===== config.mk =====
export PLATFORM = sky130hd
export DESIGN_NAME = colsort_top
export DESIGN_NICKNAME = d
export VERILOG_FILES = /design/src/rtl/colsort_pkg.sv /design/src/rtl/colsort_maxfind.sv /design/src/rtl/colsort_prep.sv /design/src/rtl/colsort_stage.sv /design/src/rtl/colsort_top.sv
export SDC_FILE = /design/constraint.sdc
export NUM_CORES = 1
export LEC_CHECK = 0
export BUFFER_PORTS_ARGS = -buffer_cell sky130_fd_sc_hd__buf_2
export CORE_ASPECT_RATIO = 1.1
export CORE_MARGIN = 3
export CORE_UTILIZATION = 55
export DETAILED_ROUTE_END_ITERATION = 7
export PLACE_DENSITY = 0.83
export SYNTH_ARGS = -nofsm -noshare
export SYNTH_HDL_FRONTEND = slang
export SYNTH_SLANG_ARGS = --single-unit

===== constraint.sdc =====
create_clock -name clk -period 5.91 [get_ports clk]
set_input_delay 0.2955 -clock clk [delete_from_list [all_inputs] [get_ports clk]]
set_output_delay 0.2955 -clock clk [all_outputs]
set_load 0.1 [all_outputs]

===== src/rtl/colsort_pkg.sv =====
package colsort_pkg;
    localparam int unsigned DEF_ROWS = 5;
    localparam int unsigned DEF_DW   = 8;

    // width of a count that can hold 0..rows
    function automatic int unsigned cnt_width(input int unsigned rows);
        return $clog2(rows + 1);
    endfunction
endpackage


===== src/rtl/colsort_maxfind.sv =====
module colsort_maxfind #(
    parameter int unsigned ROWS = colsort_pkg::DEF_ROWS,
    parameter int unsigned DW   = colsort_pkg::DEF_DW,
    localparam int unsigned W   = ROWS * DW
) (
    input  logic [W-1:0]    data_i,
    input  logic [ROWS-1:0] mask_i,
    output logic [DW-1:0]   max_o,
    output logic [ROWS-1:0] win_o
);
    logic [ROWS-1:0] cand;
    logic [ROWS-1:0] hits;
    logic            taken;

    // bit-serial elimination from MSB down
    always_comb begin
        cand  = mask_i;
        hits  = '0;
        max_o = '0;
        for (int b = DW - 1; b >= 0; b--) begin
            for (int r = 0; r < ROWS; r++) begin
                hits[r] = cand[r] & data_i[r*DW + b];
            end
            max_o[b] = |hits;
            if (|hits) begin
                cand = hits;
            end
        end
        // lowest-index survivor is the single winner
        win_o = '0;
        taken = 1'b0;
        for (int r = 0; r < ROWS; r++) begin
            if (cand[r] && !taken) begin
                win_o[r] = 1'b1;
                taken    = 1'b1;
            end
        end
    end
endmodule


===== src/rtl/colsort_prep.sv =====
module colsort_prep #(
    parameter int unsigned ROWS = colsort_pkg::DEF_ROWS,
    parameter int unsigned DW   = colsort_pkg::DEF_DW,
    parameter int unsigned CW   = colsort_pkg::cnt_width(ROWS),
    localparam int unsigned W   = ROWS * DW
) (
    input  logic            in_valid,
    input  logic [W-1:0]    in_col,
    input  logic            low_rank,
    input  logic [CW-1:0]   row_count,
    output logic            valid_o,
    output logic [W-1:0]    data_o,
    output logic [ROWS-1:0] mask_o
);
    logic act;

    always_comb begin
        valid_o = in_valid;
        data_o  = '0;
        mask_o  = '0;
        act     = 1'b0;
        for (int i = 0; i < ROWS; i++) begin
            act = in_valid && (i < int'(row_count));
            mask_o[i] = act;
            if (act) begin
                data_o[i*DW +: DW] = in_col[i*DW +: DW] ^ {DW{low_rank}};
            end
        end
    end
endmodule


===== src/rtl/colsort_stage.sv =====
module colsort_stage #(
    parameter int unsigned ROWS = colsort_pkg::DEF_ROWS,
    parameter int unsigned DW   = colsort_pkg::DEF_DW,
    parameter int unsigned IDX  = 0,
    localparam int unsigned W    = ROWS * DW,
    localparam int unsigned LANE = ROWS - 1 - IDX
) (
    input  logic            clk,
    input  logic            rst_n,
    input  logic            valid_i,
    input  logic [W-1:0]    data_i,
    input  logic [ROWS-1:0] mask_i,
    input  logic [W-1:0]    res_i,
    output logic            valid_o,
    output logic [W-1:0]    data_o,
    output logic [ROWS-1:0] mask_o,
    output logic [W-1:0]    res_o
);
    typedef struct packed {
        logic            valid;
        logic [W-1:0]    data;
        logic [ROWS-1:0] mask;
        logic [W-1:0]    res;
    } stage_t;

    stage_t          st_d, st_q;
    logic [DW-1:0]   mx;
    logic [ROWS-1:0] win;

    colsort_maxfind #(.ROWS(ROWS), .DW(DW)) u_max (
        .data_i (data_i),
        .mask_i (mask_i),
        .max_o  (mx),
        .win_o  (win)
    );

    always_comb begin
        st_d = '0;
        if (valid_i) begin
            st_d.valid = 1'b1;
            st_d.data  = data_i;
            st_d.mask  = mask_i & ~win;
            st_d.res   = res_i;
            st_d.res[LANE*DW +: DW] = mx;
        end
    end

    always_ff @(posedge clk) begin
        if (!rst_n) begin
            st_q <= '0;
        end else begin
            st_q <= st_d;
        end
    end

    assign valid_o = st_q.valid;
    assign data_o  = st_q.data;
    assign mask_o  = st_q.mask;
    assign res_o   = st_q.res;
endmodule


===== src/rtl/colsort_top.sv =====
module colsort_top #(
    parameter int unsigned ROWS = colsort_pkg::DEF_ROWS,
    parameter int unsigned DW   = colsort_pkg::DEF_DW,
    localparam int unsigned CW  = colsort_pkg::cnt_width(ROWS),
    localparam int unsigned W   = ROWS * DW
) (
    input  logic          clk,
    input  logic          rst_n,
    input  logic          in_valid,
    input  logic [W-1:0]  in_col,
    input  logic          low_rank,
    input  logic [CW-1:0] row_count,
    output logic          out_valid,
    output logic [W-1:0]  out_col
);
    logic            v_ch [0:ROWS];
    logic [W-1:0]    d_ch [0:ROWS];
    logic [ROWS-1:0] m_ch [0:ROWS];
    logic [W-1:0]    r_ch [0:ROWS];
    logic            unused_tail;

    colsort_prep #(.ROWS(ROWS), .DW(DW), .CW(CW)) u_prep (
        .in_valid  (in_valid),
        .in_col    (in_col),
        .low_rank  (low_rank),
        .row_count (row_count),
        .valid_o   (v_ch[0]),
        .data_o    (d_ch[0]),
        .mask_o    (m_ch[0])
    );

    assign r_ch[0] = '0;

    for (genvar s = 0; s < ROWS; s++) begin : g_stage
        colsort_stage #(.ROWS(ROWS), .DW(DW), .IDX(s)) u_stage (
            .clk     (clk),
            .rst_n   (rst_n),
            .valid_i (v_ch[s]),
            .data_i  (d_ch[s]),
            .mask_i  (m_ch[s]),
            .res_i   (r_ch[s]),
            .valid_o (v_ch[s+1]),
            .data_o  (d_ch[s+1]),
            .mask_o  (m_ch[s+1]),
            .res_o   (r_ch[s+1])
        );
    end

    assign out_valid   = v_ch[ROWS];
    assign out_col     = r_ch[ROWS];
    assign unused_tail = ^{d_ch[ROWS], m_ch[ROWS]};
endmodule


==> results.py, run 1 <==
metrics = {
    "outcome": {
        "outcome": "finished clean",
    },
    "synthesis": {
        "syn_nets": 1646,
        "syn_inst": 1599,
        "synth_edf_count": 0,
        "syn_area_per_cell_um2": 8.85,
        "ys_types": 106,
        "async_reset_ff_share_pct": 0,
        "ys_seq_elements": 305,
        "synth-main-ff-cell": "dfxtp_1",
        "ys_warn_count": 0,
        "syn-cell-area_um2": 14200,
        "seq_area_frac_synth_pct": 43.1,
    },
    "sta": {
        "worst_pin_slew_ns": 0.931,
        "final_hold_viol_count": 0,
        "skew_ns": 0.0203,
        "setup_tns_ns": 0,
        "setup-violations-final": 0,
        "layout_min_cycle_time_ns": 5.67,
        "fin_crit_sh_pct": 95.9,
        "rsz0062_at_grt": "yes",
        "relSlewSlack_pct": 37.7,
        "max_clock_freq_ghz": 0.176,
        "slew_viol_final": 0,
    },
    "placement": {
        "dpl-instance-area_um2": 15100,
        "placedCellCount": 2007,
        "dp_hpwl_um": 34900,
        "place.gp.congestion": 1.00,
        "io_buffers": 87,
    },
    "hold_path": {
        "hp-class": "in -> reg",
    },
    "worst_setup_path": {
        "worstSetupPathType": "reg -> reg",
        "cp_data_required_time_ns": 6.31,
        "slowest_stage": "a2111oi_0",
        "path_cells": "a222oi_1 > and3_1 > o211ai_1 > a41oi_1 > or3b_1 > o2111a_2 > a22o_1 > a211oi_4 > o211ai_1 > and3b_1 > a211oi_4 > a21oi_1 > or3b_1 > and3b_2 > o21ai_2 > o21ai_2 > a2111oi_0 > a21oi_1",
        "cp.arrival_ns": 6.07,
        "critPathMaxFanout": 11,
        "startpoint_type": "register",
        "max_stage_delay_ns": 0.55,
        "end_kind": "register",
    },
    "clock_tree": {
        "cts-root-buf": "clkbuf_16",
        "htree_levels": 1,
        "clkSinkCount": 305,
        "clock_latency_ns": 0.54,
        "cts.hold.buffers_added": 0,
        "clk_pin_slew_ns": 0.06,
        "cts_tree": "done",
        "clockBufferDepth": 3,
        "numCtsBuffers": 28,
    },
    "cells_and_area": {
        "area_growth_pct": 14.3,
        "layout-drive-gt1-share_pct": 15.5,
        "nets": 1747,
        "design_area_um2": 16200,
        "stdcell_count": 2062,
        "diodes": 0,
    },
    "power_and_ir_drop": {
        "max-vdd-ir-drop_mv": 0.189,
        "power.density_nw_per_um2": 280,
        "p_total_mw": 4.54,
        "power_leakage_nw": 6.96,
    },
    "drt": {
        "post_drt_wl_per_cell_um": 21.8,
        "via_count": 13037,
        "via_per_inst": 6.32,
        "final_antenna_net_count": 0,
        "drt_iter0_drc": 1359,
        "dr.pass1.iters": 7,
        "drc": 0,
        "totalWireLength_um": 45000,
    },
    "floorplanning": {
        "die-area_um2": 27700,
        "fp-row-count": 60,
        "die_x_um": 159,
        "fp.dieH_um": 174,
        "core_um2": 24900,
        "pin_count": 88,
        "start_util_pct": 56.8,
    },
    "grt": {
        "grtUsageTotal_pct": 31.2,
        "grt_pass1_wl_um": 69500,
        "grt_overflow_total": 0,
        "grt_start_max_net_pins": 108,
        "antenna_found_initial": 0,
        "grt_pass1_vias": 12609,
    },
    "flow_run": {
        "maxCapViolCount": 0,
    },
}
-- repair_timing --
action	4_1_cts	5_1_grt
buffers inserted	2	2
gates resized for setup	0	21
pin swaps	1	6
endpoints found under the setup margin	4	17
-- stage by stage --
step	setup slack (ns)	hold WS [ns]	util [%]
floorplan	1.03	0.425	-
global placement	-0.171	0.445	60.4
detailed placement	-0.160	0.451	60.4
CTS	0.180	0.0668	64.6
global route	-0.0176	0.0934	65.0
finish	0.241	0.0814	65.0
-- cells in the mapped netlist, types with 19 or more instances --
cell type	instances	share of area, %
dfxtp_1	305	43
and3_1	200	8.8
nor2_1	170	4.5
nand2_1	100	2.7
a21oi_1	72	2.5
inv_1	61	1.6
clkbuf_1	46	1.2
o21ai_0	44	1.6
and2_1	38	1.7
nor3_1	33	1.2
o211ai_1	30	1.6
a31oi_1	29	1.3
nand3_1	28	0.99
o21a_1	26	1.4
o211a_1	23	1.6
xnor2_1	20	1.2
xor2_1	19	1.2
-- worst max-delay path: cells and delay by family (launching register included) --
| family | cells | cell delay, ns |
|---|---|---|
| compound gates | 13 | 3.34 |
| flops | 1 | 0.45 |
| simple gates | 5 | 1.74 |
-- path summary, 6_finish.rpt --
check / from / end / slack, ns / depth (start not counted)
worst min-delay path: in_col[22] / g_stage[0].u_stage.data_o[22]$_SDFF_PN0_ / 0.08 / 3
worst max-delay path: g_stage[0].u_stage.mask_o[4]$_SDFF_PN0_ / g_stage[1].u_stage.mask_o[4]$_SDFF_PN0_ / 0.24 / 18
worst max register to register: g_stage[0].u_stage.mask_o[4]$_SDFF_PN0_ / g_stage[1].u_stage.mask_o[4]$_SDFF_PN0_ / 0.24 / 18
worst min register to register: g_stage[1].u_stage.res_o[24]$_SDFF_PN0_ / g_stage[2].u_stage.res_o[24]$_SDFF_PN0_ / 0.46 / 1
-- registers in the layout, summed over array words and instances, names as in the netlist --
register                 count
g_stage.u_stage.res_o      120
g_stage.u_stage.data_o     160
g_stage.u_stage.valid_o      5
g_stage.u_stage.mask_o      20
-- report_power, final --
part           switching [mW]  internal (mW)  total [mW]  leakage (nW)
clock                   0.740           1.18        1.92         0.497
combinational           0.331          0.186       0.517          4.00
sequential             0.0230           2.08        2.10          2.46
total                    1.09           3.45        4.54          6.96
-- cell usage in the layout (no fill, tap or decap), types with 9 or more instances in the layout --
cell and n:
a211oi_1 10, a21o_1 16, a21oi_1 70, a22o_1 10
a22oi_1 12, a31oi_1 27, a32o_1 9, a32oi_1 11
a41oi_1 14, and2_1 36, and3_1 199, buf_2 86
buf_4 49, clkbuf_16 29, clkbuf_8 9, dfxtp_1 305
inv_1 61, nand2_1 100, nand2b_1 11, nand3_1 28
nor2_1 170, nor2b_1 14, nor3_1 33, o2111ai_1 10
o211a_1 23, o211ai_1 30, o21a_1 25, o21ai_0 41
o21ai_1 12, o22ai_1 9, o31ai_1 10, or2_2 12
xnor2_1 20, xor2_1 19
-- logic make-up after synthesis --
| kind of cell | synth area share (%) |
|---|---|
| flip-flops | 43.1 |
| buffers and inverters | 3.70 |
| multiplexers | 0.0795 |
| AND/OR/NAND/NOR | 24.4 |
| XOR/XNOR | 2.53 |
| AO/OA/AOI/OAI | 26.1 |
-- cell type report --
cell class / instances / area (µm²)
Timing Repair Buffer: 135 / 798
Tap cell: 341 / 427
Multi-Input combinational cell: 1168 / 7610
Clock buffer: 43 / 868
Inverter: 62 / 233
Fill cell: 2139 / 8730
Sequential cell: 305 / 6110
Clock inverter: 8 / 146
-- per-layer routing --
| layer | routed length, µm | global-route usage [%] | vias up |
|---|---|---|---|
| li1 | - | - | 6139 |
| met5 | 0 | 0 | - |
| met3 | 2570 | 3.29 | 173 |
| met2 | 22400 | 56.1 | 641 |
| met1 | 16600 | 34.6 | 6084 |
| met4 | 3370 | 21.5 | 0 |
(Power assumes the default switching activity.)
==> run 2, diff against run 1 <==
==> constraint.sdc (replaced) <==
create_clock -name clk -period 5.91 [get_ports clk]
set_input_delay 0 -clock clk [delete_from_list [all_inputs] [get_ports clk]]
set_output_delay 0 -clock clk [all_outputs]
set_load 0.1 [all_outputs]
==> results.py, run 2 (synthesis gave the netlist of run 1 again) <==
metrics = {
    "outcome": {
        "outcome": "complete, but fails checks",
        "failed_checks": "hold timing",
    },
    "grt": {
        "grtUsageTotal_pct": 31.2,
        "grt_pass1_vias": 12767,
        "antenna_found_initial": 0,
        "grt_overflow_total": 0,
        "grt_start_max_net_pins": 81,
        "grt_pass1_wl_um": 69700,
    },
    "sta": {
        "layout_min_cycle_time_ns": 5.63,
        "relSlewSlack_pct": 43.7,
        "worst_pin_slew_ns": 0.843,
        "max_clock_freq_ghz": 0.178,
        "skew_ns": 0.0167,
        "setup-violations-final": 0,
        "slew_viol_final": 0,
        "final_hold_viol_count": 1,
        "fin_crit_sh_pct": 95.3,
        "hold-worst-slack_ns": -0.0000944,
    },
    "hold_path": {
        "min_to": "g_stage[0].u_stage.data_o[26]$_SDFF_PN0_",
        "hold_depth": 4,
        "worstHoldStart": "in_col[26]",
        "hp-class": "in -> reg",
    },
    "power_and_ir_drop": {
        "max-vdd-ir-drop_mv": 0.187,
        "power.density_nw_per_um2": 270,
        "power_leakage_nw": 7.03,
        "p_total_mw": 4.43,
    },
    "placement": {
        "dp_hpwl_um": 34400,
        "placedCellCount": 1986,
        "dpl-instance-area_um2": 14900,
        "place.gp.congestion": 1.01,
        "io_buffers": 87,
    },
    "drt": {
        "via_per_inst": 6.35,
        "dr.pass1.iters": 6,
        "drt_iter0_drc": 1348,
        "totalWireLength_um": 45400,
        "drc": 0,
        "via_count": 13270,
        "final_antenna_net_count": 0,
        "post_drt_wl_per_cell_um": 21.7,
    },
    "cells_and_area": {
        "multi_input_area_um2": 7590,
        "area_growth_pct": 15.7,
        "stdcell_count": 2089,
        "layout_common_cells": "dfxtp_1, and3_1, nor2_1",
        "largest_reg_flops": 160,
        "layout_commonest_cell": "dfxtp_1",
        "nets": 1773,
        "fillerInstances": 2063,
        "final_util_pct": 65.7,
        "layout-drive-gt1-share_pct": 14.4,
        "regArea_um2": 6110,
        "design_area_um2": 16400,
    },
    "worst_setup_path": {
        "end_kind": "register",
        "cp.arrival_ns": 6.10,
        "path_cells": "a222oi_1 > and3_2 > o211ai_1 > and3_1 > nand2_1 > and3_1 > o211a_2 > a221o_1 > a211oi_2 > and2_1 > o211ai_1 > and2_1 > nor2_1 > o211ai_1 > buf_4 > a21boi_0 > a22oi_2 > and2_1 > o21a_1 > a31oi_1",
        "critPathMaxFanout": 13,
        "r2r_slack_ns": 0.28,
        "cp_data_required_time_ns": 6.38,
        "critPathTopFamily": "compound AO/OA/AOI/OAI gates",
        "path_buf_inv": 1,
        "max_stage_delay_ns": 0.49,
        "slowest_stage": "o211ai_1",
        "r2r_start": "g_stage[2].u_stage.mask_o[1]$_SDFF_PN0_",
        "timing.rr.end": "g_stage[3].u_stage.mask_o[3]$_SDFF_PN0_",
        "reg2reg_depth": 20,
        "startpoint_type": "register",
        "worstSetupPathType": "reg -> reg",
    },
    "floorplanning": {
        "start_util_pct": 56.8,
        "pin_count": 88,
        "fp-row-count": 60,
        "core_um2": 24900,
        "die_x_um": 159,
        "fp.dieH_um": 174,
        "die-area_um2": 27700,
    },
    "clock_tree": {
        "numCtsBuffers": 29,
        "cts_tree": "done",
        "cts-root-buf": "clkbuf_16",
        "htree_levels": 1,
        "clock_latency_ns": 0.55,
        "clk_pin_slew_ns": 0.06,
        "clkSinkCount": 305,
        "clockBufferDepth": 3,
    },
    "flow_run": {
        "maxCapViolCount": 0,
    },
}
run 2: cell count changes in the layout (fill, tap and decap cells not counted), sizes merged:
| cell | before | now |
|---|---|---|
| inv | 63 | 64 |
| bufinv | 4 | 2 |
| buf | 135 | 120 |
| clkinv | 2 | 9 |
| dlygate4sd3 | 0 | 40 |
| diode | 0 | 1 |
| clkinvlp | 1 | 0 |
| clkbuf | 43 | 39 |
run 2: repair_timing:
item	CTS	global route
hold buffers	40	0
hold endpoints to repair	37	0
resized for setup	0	13
pin swaps	1	5
buffers inserted	2	8
setup endpoints to repair	5	19
run 2: worst min-delay path, stage by stage:
cell and delay, ns:
buf_2 0.09, xor2_1 0.07, nand2_1 0.17, nor2_1 0.14
run 2: worst max-delay path by stage:
stage                                            startpoint                                       to  slack (ns)  cells after the start
finish              g_stage[2].u_stage.mask_o[1]$_SDFF_PN0_  g_stage[3].u_stage.mask_o[3]$_SDFF_PN0_        0.28                     20
global route        g_stage[1].u_stage.mask_o[3]$_SDFF_PN0_  g_stage[2].u_stage.mask_o[3]$_SDFF_PN0_       -0.02                     19
CTS                 g_stage[2].u_stage.mask_o[1]$_SDFF_PN0_  g_stage[3].u_stage.mask_o[0]$_SDFF_PN0_        0.14                     20
detailed placement  g_stage[2].u_stage.mask_o[1]$_SDFF_PN0_  g_stage[3].u_stage.mask_o[0]$_SDFF_PN0_       -0.19                     19
global placement    g_stage[2].u_stage.mask_o[1]$_SDFF_PN0_  g_stage[3].u_stage.mask_o[0]$_SDFF_PN0_       -0.35                     19
floorplan           g_stage[0].u_stage.mask_o[2]$_SDFF_PN0_  g_stage[1].u_stage.mask_o[2]$_SDFF_PN0_        1.10                     22
run 2: area by class of cell:
cell class	instances	area share, %
Clock buffer	39	4.96
Timing Repair Buffer	160	6.63
Antenna cell	1	0.0153
Tap cell	341	2.60
Inverter	62	1.42
Multi-Input combinational cell	1168	46.3
Sequential cell	305	37.3
Clock inverter	13	0.771
run 2: report_power, final:
group / switching [mW] / total, mW / internal [mW]
clock: 0.764 / 1.82 / 1.05
combinational: 0.327 / 0.513 / 0.186
sequential: 0.0222 / 2.10 / 2.08
total: 1.11 / 4.43 / 3.31
run 2: metrics by stage:
stage / setup WS, ns / TNS (ns)
CTS: 0.139 / 0
global route: -0.0239 / -0.0263
global placement: -0.353 / -1.42
detailed placement: -0.187 / -0.520
finish: 0.279 / 0
floorplan: 1.10 / 0
run 2: routing by layer:
metal / vias to the layer above / global-route usage, % / part of all wire, %
met4: 0 / 23.2 / 8.8
met2: 652 / 56.9 / 50
li1: 6212 / - / -
met5: - / 0 / 0
met3: 195 / 2.98 / 5.0
met1: 6211 / 33.4 / 37
